### config.mk
export PLATFORM = sky130hd
export DESIGN_NAME = gauge_i2c_slave
export DESIGN_NICKNAME = d
export VERILOG_FILES = /design/src/rtl/gauge_i2c_slave.sv
export SDC_FILE = /design/constraint.sdc
export NUM_CORES = 1
export LEC_CHECK = 0
export ABC_AREA = 0
export BUFFER_PORTS_ARGS = -buffer_cell sky130_fd_sc_hd__buf_2
export CORE_MARGIN = 2
export CORE_UTILIZATION = 56
export CTS_CLUSTER_DIAMETER = 100
export DETAILED_ROUTE_END_ITERATION = 16
export PLACE_DENSITY = 0.75
export SLEW_MARGIN = 20
export SYNTH_ARGS = -nofsm -noshare
export SYNTH_HDL_FRONTEND = slang
export SYNTH_SLANG_ARGS = --single-unit
### constraint.sdc
create_clock -name clk -period 3.18 [get_ports clk]
set_input_delay 0.636 -clock clk [delete_from_list [all_inputs] [get_ports clk]]
set_output_delay 0.636 -clock clk [all_outputs]
set_load 0.03 [all_outputs]
### src/rtl/gauge_i2c_slave.sv
module gauge_i2c_slave #(
  parameter logic [6:0] DEV_ADDR = 7'b1100100,
  parameter int         NREG     = 8,
  parameter logic [7:0] CTRL_RST = 8'h04
) (
  input  logic       clk,
  input  logic       rst_n,
  input  logic       scl_i,
  input  logic       sda_i,
  output logic       sda_oe,
  output logic       alert_oe,
  input  logic [7:0] flag_evt,
  output logic [7:0] ctrl_o
);
  localparam logic [6:0] ARA_ADDR = 7'b0001100;
  localparam int         AW       = $clog2(NREG);
  localparam logic [7:0] NREG8    = 8'(NREG);

  typedef enum logic [2:0] {ST_IDLE, ST_ADDR, ST_PTR, ST_WR, ST_ACK, ST_TX, ST_MACK, ST_ARA} st_t;

  st_t        state, nxt;
  logic [2:0] scl_s, sda_s;
  logic [3:0] cnt;
  logic [7:0] sh, tx, ptr, stat, rd;
  logic [7:0] rf [NREG];
  logic       oe, alert, mack_ok;

  always_ff @(posedge clk or negedge rst_n)
    if (!rst_n) begin
      scl_s <= '1;
      sda_s <= '1;
    end else begin
      scl_s <= {scl_s[1:0], scl_i};
      sda_s <= {sda_s[1:0], sda_i};
    end

  wire scl_v    = scl_s[1];
  wire sda_v    = sda_s[1];
  wire scl_rise = scl_s[1] & ~scl_s[2];
  wire scl_fall = ~scl_s[1] & scl_s[2];
  wire start    = scl_v & sda_s[2] & ~sda_s[1];
  wire stop     = scl_v & ~sda_s[2] & sda_s[1];

  wire in_ara   = (state == ST_ARA);
  wire in_idle  = (state == ST_IDLE);
  wire load_tx  = scl_fall & (((state == ST_ACK) && (nxt == ST_TX)) || ((state == ST_MACK) && mack_ok));
  wire wr_en    = scl_fall & (state == ST_WR) & (cnt == 4'd8) & ~start & ~stop;
  wire wr_ok    = (ptr != 8'd0) && (ptr < NREG8);
  wire lost     = tx[7] & ~sda_v;
  wire ara_win  = in_ara & scl_rise & (cnt == 4'd7) & ~lost;

  always_comb begin
    rd = 8'h00;
    if (ptr == 8'd0)        rd = stat;
    else if (ptr < NREG8)   rd = rf[ptr[AW-1:0]];
  end

  always_ff @(posedge clk or negedge rst_n)
    if (!rst_n) begin
      state   <= ST_IDLE;
      nxt     <= ST_IDLE;
      cnt     <= '0;
      sh      <= '0;
      tx      <= '0;
      ptr     <= '0;
      oe      <= 1'b0;
      mack_ok <= 1'b0;
    end else if (start) begin
      state <= ST_ADDR;
      cnt   <= '0;
      oe    <= 1'b0;
    end else if (stop) begin
      state <= ST_IDLE;
      oe    <= 1'b0;
    end else begin
      case (state)
        ST_ADDR, ST_PTR, ST_WR:
          if (scl_rise) begin
            sh  <= {sh[6:0], sda_v};
            cnt <= cnt + 4'd1;
          end else if (scl_fall && cnt == 4'd8) begin
            cnt <= '0;
            if (state == ST_ADDR) begin
              if (sh[7:1] == DEV_ADDR) begin
                oe    <= 1'b1;
                state <= ST_ACK;
                nxt   <= sh[0] ? ST_TX : ST_PTR;
              end else if (sh == {ARA_ADDR, 1'b1} && alert) begin
                oe    <= 1'b1;
                state <= ST_ACK;
                nxt   <= ST_ARA;
              end else begin
                state <= ST_IDLE;
              end
            end else begin
              oe    <= 1'b1;
              state <= ST_ACK;
              nxt   <= ST_WR;
              ptr   <= (state == ST_PTR) ? sh : ptr + 8'd1;
            end
          end
        ST_ACK:
          if (scl_fall) begin
            cnt   <= '0;
            state <= nxt;
            case (nxt)
              ST_TX: begin
                tx <= rd;
                oe <= ~rd[7];
              end
              ST_ARA: begin
                tx <= {DEV_ADDR, 1'b0};
                oe <= ~DEV_ADDR[6];
              end
              default: oe <= 1'b0;
            endcase
          end
        ST_TX:
          if (scl_rise) cnt <= cnt + 4'd1;
          else if (scl_fall) begin
            if (cnt == 4'd8) begin
              oe      <= 1'b0;
              state   <= ST_MACK;
              mack_ok <= 1'b0;
            end else begin
              tx <= {tx[6:0], 1'b0};
              oe <= ~tx[6];
            end
          end
        ST_MACK:
          if (scl_rise) begin
            if (!sda_v) begin
              mack_ok <= 1'b1;
              ptr     <= ptr + 8'd1;
            end else begin
              state <= ST_IDLE;
            end
          end else if (scl_fall && mack_ok) begin
            state <= ST_TX;
            cnt   <= '0;
            tx    <= rd;
            oe    <= ~rd[7];
          end
        ST_ARA:
          if (scl_rise) begin
            if (lost) begin
              state <= ST_IDLE;
              oe    <= 1'b0;
            end else begin
              cnt <= cnt + 4'd1;
            end
          end else if (scl_fall) begin
            if (cnt == 4'd8) begin
              oe    <= 1'b0;
              state <= ST_IDLE;
            end else begin
              tx <= {tx[6:0], 1'b0};
              oe <= ~tx[6];
            end
          end
        default: ;
      endcase
    end

  always_ff @(posedge clk or negedge rst_n)
    if (!rst_n) begin
      for (int i = 0; i < NREG; i++) rf[i] <= 8'h00;
      rf[1] <= CTRL_RST;
    end else if (wr_en && wr_ok) begin
      rf[ptr[AW-1:0]] <= sh;
    end

  always_ff @(posedge clk or negedge rst_n)
    if (!rst_n) stat <= 8'h00;
    else        stat <= ((load_tx && ptr == 8'd0) ? 8'h00 : stat) | flag_evt;

  always_ff @(posedge clk or negedge rst_n)
    if (!rst_n)                                  alert <= 1'b0;
    else if (|flag_evt && rf[1][2:1] == 2'b10)   alert <= 1'b1;
    else if (ara_win)                            alert <= 1'b0;

  assign sda_oe   = oe;
  assign alert_oe = alert;
  assign ctrl_o   = rf[1];
endmodule


==> metrics.txt <==
# TYPE chip_impl_metric gauge
chip_impl_metric{name="synth.mux.area_fraction",unit="%"} 21.0
chip_impl_metric{name="syn2layout_area_growth",unit="%"} 14.2
chip_impl_metric{name="power.density",unit="nW/um2"} 618
chip_impl_metric{name="hold_violations",unit=""} 0
chip_impl_metric{name="worst_ir_drop_vdd",unit="uV"} 567
chip_impl_metric{name="dpl-instance-area",unit="um2"} 6090
chip_impl_metric{name="die_w",unit="um"} 106
chip_impl_metric{name="core.rowCount",unit=""} 37
chip_impl_info{name="min-delay-path-class",value="in2async"} 1
chip_impl_metric{name="grt_util_all_layers",unit="%"} 26.7
chip_impl_metric{name="cts_hold_repair.buffers",unit=""} 0
chip_impl_metric{name="synth_edf_count",unit=""} 0
chip_impl_metric{name="finalSetupViolations",unit=""} 0
chip_impl_metric{name="cts-buffers-inserted",unit=""} 17
chip_impl_metric{name="grt_start_max_net_pins",unit=""} 71
chip_impl_metric{name="setup_tns",unit="ns"} 0
chip_impl_metric{name="drt_first_pass_iters",unit=""} 5
chip_impl_info{name="post-synth-top-area-cell",value="sky130_fd_sc_hd__dfrtp_1"} 1
chip_impl_metric{name="post_route_clock_period_utilization",unit="%"} 94.3
chip_impl_metric{name="yosys.area.top_type_share",unit="%"} 46.0
chip_impl_metric{name="num_io_pins",unit=""} 22
chip_impl_metric{name="clock_insertion_delay_at_the_later_pin_of_the_skew_report",unit="ns"} 0.52
chip_impl_metric{name="synth_compound_area_share",unit="%"} 12.1
chip_impl_metric{name="post_synthesis_net_count",unit=""} 532
chip_impl_info{name="start_kind",value="flop"} 1
chip_impl_metric{name="clkTransAtPathRegs",unit="ns"} 0.06
chip_impl_metric{name="wire_per_inst",unit="um"} 20.5
chip_impl_metric{name="cp_slowest_stage_delay",unit="ns"} 0.53
chip_impl_metric{name="die_area",unit="um2"} 11300
chip_impl_metric{name="globalplace.congestion",unit=""} 0.926
chip_impl_metric{name="finalMaxSlewViolations",unit=""} 0
chip_impl_metric{name="fin_area",unit="um2"} 6710
chip_impl_info{name="unrepaired_setup_endpoints_after_global_routing",value="no"} 1
chip_impl_metric{name="postRouteWirelength",unit="um"} 13900
chip_impl_info{name="critPathKind",value="reg2reg"} 1
chip_impl_metric{name="clock_path_buffers",unit=""} 2
chip_impl_metric{name="clock_tree.htree_level_count",unit=""} 4
chip_impl_metric{name="grt_overflow_total",unit=""} 0
chip_impl_metric{name="maxCapViolations",unit=""} 0
chip_impl_metric{name="worstMarginPinSlew",unit="ns"} 0.633
chip_impl_metric{name="synth_adder_area_share",unit="%"} 1.28
chip_impl_metric{name="syn_area_per_cell",unit="um2"} 11.4
chip_impl_metric{name="async_flop_share",unit="%"} 100
chip_impl_metric{name="syn_inst",unit=""} 514
chip_impl_metric{name="drtIter0Drc",unit=""} 336
chip_impl_metric{name="coreArea",unit="um2"} 10300
chip_impl_metric{name="post_synthesis_sequential_area_ratio",unit="%"} 49.1
chip_impl_metric{name="clock_skew",unit="ns"} 0.0104
chip_impl_metric{name="yosysWarnings",unit=""} 0
chip_impl_metric{name="final_period_minus_worst_setup_slack",unit="ns"} 3.00
chip_impl_metric{name="post-cts-setup-buffers",unit=""} 0
chip_impl_metric{name="max_freq",unit="MHz"} 333
chip_impl_metric{name="synthesis.area",unit="um2"} 5880
chip_impl_metric{name="setup_slack",unit="ns"} 0.180
chip_impl_metric{name="post_synth_num_cell_types",unit=""} 61
chip_impl_metric{name="grt_first_pass_wirelength",unit="um"} 23100
chip_impl_info{name="dominantRegCellSynth",value="sky130_fd_sc_hd__dfrtp_1"} 1
chip_impl_info{name="run_status",value="finished, final reports clean"} 1
chip_impl_metric{name="static_leakage",unit="nW"} 2.96
chip_impl_metric{name="slew-limit-headroom",unit="%"} 57.8
chip_impl_info{name="main_combinational_cell_family_by_area_after_synthesis",value="multiplexers"} 1
chip_impl_info{name="cts.root.buffer_cell",value="sky130_fd_sc_hd__clkbuf_8"} 1
chip_impl_metric{name="post_cts_resize_count",unit=""} 0
chip_impl_metric{name="detailedPlace.worstSlack",unit="ns"} 0.265
chip_impl_metric{name="timing.critical_path.fanout_max",unit=""} 8
chip_impl_metric{name="layout.nets",unit=""} 547
chip_impl_metric{name="io_buffer_count",unit=""} 21
chip_impl_metric{name="detail_route.vias_per_cell",unit=""} 6.34
chip_impl_metric{name="post_synth_and_or_nand_nor_area_fraction",unit="%"} 12.1
chip_impl_metric{name="place.detailed.instances",unit=""} 646
chip_impl_metric{name="via_count_of_the_first_global_routing_pass",unit=""} 4252
chip_impl_metric{name="cp.required",unit="ns"} 3.58
chip_impl_metric{name="grt_antenna_before_repair",unit=""} 0
chip_impl_metric{name="hpwl",unit="um"} 9170
chip_impl_info{name="ys_top_cells_by_area",value="sky130_fd_sc_hd__dfrtp_1 46%, sky130_fd_sc_hd__mux2_2 14%, sky130_fd_sc_hd__mux4_2 6.1%"} 1
chip_impl_metric{name="ys_seq_elements",unit=""} 115
chip_impl_info{name="post_synth_most_frequent_cells",value="108 x sky130_fd_sc_hd__dfrtp_1, 71 x sky130_fd_sc_hd__mux2_2, 39 x sky130_fd_sc_hd__nand2_1"} 1
chip_impl_info{name="tritoncts_clock_tree",value="built"} 1
chip_impl_metric{name="fp.dieH",unit="um"} 106
chip_impl_metric{name="detailroute.via_count",unit=""} 4297
chip_impl_metric{name="drcViolationCount",unit=""} 0
chip_impl_metric{name="layout_cells_sized_above_1",unit="%"} 31.9
chip_impl_metric{name="n_antenna_cell",unit=""} 0
chip_impl_info{name="critPathSlowestCell",value="sky130_fd_sc_hd__dfstp_2"} 1
chip_impl_info{name="cp_cell_sequence",value="ha_1, nand4b_1, nor3b_1, nand4_4, or2_1, nor2_2, mux2_2"} 1
chip_impl_metric{name="layout.cells.non_filler",unit=""} 678
chip_impl_metric{name="clock-sinks",unit=""} 115
chip_impl_metric{name="floorplan.initialDensity",unit="%"} 57.2
chip_impl_metric{name="synth_xor_area_share",unit="%"} 0.149
chip_impl_metric{name="worstPathArrival",unit="ns"} 3.40
chip_impl_metric{name="antenna_nets_post_route",unit=""} 0
chip_impl_info{name="synth_most_common_cell",value="sky130_fd_sc_hd__dfrtp_1"} 1
chip_impl_info{name="cp-end-kind",value="flop"} 1
## cell type report
class / count / area, um2
clock buffers: 20 / 435
clock inverters: 12 / 180
fillers: 771 / 3570
inverters: 17 / 63.8
multi-input cells: 341 / 2730
flip-flops and latches: 115 / 2890
well taps: 136 / 170
repair buffers: 37 / 240
## layout by cell type, fill, tap and decap left out, types with 3 or more instances in the layout
cell	synthesis	final
sky130_fd_sc_hd__dfrtp_1	108	108
sky130_fd_sc_hd__inv_1	16	16
sky130_fd_sc_hd__nand3b_1	4	4
sky130_fd_sc_hd__o22a_1	9	9
sky130_fd_sc_hd__a21oi_1	26	26
sky130_fd_sc_hd__mux2i_1	5	5
sky130_fd_sc_hd__nand3_1	17	17
sky130_fd_sc_hd__nor3_2	3	3
sky130_fd_sc_hd__nand4b_1	3	3
sky130_fd_sc_hd__o31ai_1	5	5
sky130_fd_sc_hd__nand2_1	39	39
sky130_fd_sc_hd__clkbuf_16	0	16
sky130_fd_sc_hd__o22ai_1	5	5
sky130_fd_sc_hd__mux4_2	16	16
sky130_fd_sc_hd__nor2b_1	3	3
sky130_fd_sc_hd__a221oi_1	4	4
sky130_fd_sc_hd__nor2_2	3	3
sky130_fd_sc_hd__mux2_2	71	71
sky130_fd_sc_hd__buf_2	3	20
sky130_fd_sc_hd__nand2b_1	6	6
sky130_fd_sc_hd__dfstp_2	7	7
sky130_fd_sc_hd__bufinv_16	0	4
sky130_fd_sc_hd__a31oi_1	9	9
sky130_fd_sc_hd__nand4_1	4	4
sky130_fd_sc_hd__nor2_1	26	26
sky130_fd_sc_hd__buf_4	9	16
sky130_fd_sc_hd__a21o_1	8	8
sky130_fd_sc_hd__nor3b_1	3	3
sky130_fd_sc_hd__ha_1	6	6
sky130_fd_sc_hd__nor4_1	3	3
sky130_fd_sc_hd__o21ai_0	26	26
sky130_fd_sc_hd__o211ai_1	3	3
## path summary, 6_finish.rpt
| path | startpoint | endpoint | slack [ns] | depth (start not counted) |
|---|---|---|---|---|
| setup / recovery | scl_s[2] | rf[33] | 0.18 | 7 |
| hold / removal | rst_n | cnt[2] | 0.12 | 1 |
| setup reg to reg | scl_s[2] | rf[33] | 0.18 | 7 |
| hold reg to reg | sda_s[0] | sda_s[1] | 0.36 | 0 |
| max in group asynchronous | rst_n | ctrl_o[2] | 2.24 | 2 |
| min in group clk | scl_i | scl_s[0] | 0.22 | 1 |
## power breakdown
group / internal (W) / switching [W]
Combinational: 0.000180 / 0.000290
Sequential: 0.00156 / 0.000134
Clock: 0.00130 / 0.000690
Total: 0.00303 / 0.00111
## stage by stage
stage,hold slack (ns),total power [W],utilization (%)
2_1_floorplan,0.340,0.00200,-
3_3_place_gp,0.348,0.00216,59.3
3_5_place_dp,0.348,0.00217,59.3
4_1_cts,0.133,0.00416,65.3
5_1_grt,0.155,0.00433,65.3
6_report,0.116,0.00415,65.3
## cell families (layout without fill, tap and decap cells)
kind of cell,Yosys count,count (layout)
adders and majority gates,6,6
AOI/OAI and AO/OA,109,109
xor gates and xnor gates,1,1
buffers and inverters,58,86
and+or+nand+nor,131,131
DFF,115,115
muxes,94,94
## per-layer routing
layer	GRT usage (%)	part of all wire, %	vias up
li1	-	-	1921
met1	35.6	43	2217
met2	42.9	50	132
met3	7.17	5.1	27
met4	8.81	1.8	0
met5	0	0	-
## worst max-delay path, delay by kind of cell, from the launching register on
kind                     cells  cell delay [ns]
flip-flops                   1             0.53
AND/OR/NAND/NOR              5             1.68
multiplexers                 1             0.40
adder cells (fa/ha/maj)      1             0.27
## state kept, by name (all words and copies together) (netlist names), 3 cells and up
register,cells
rf,56
ctrl_o,8
ptr,8
sh,8
stat,8
tx,8
cnt,4
nxt,3
scl_s,3
sda_s,3
state,3
Note: power is estimated with default switching activity, not from simulation.
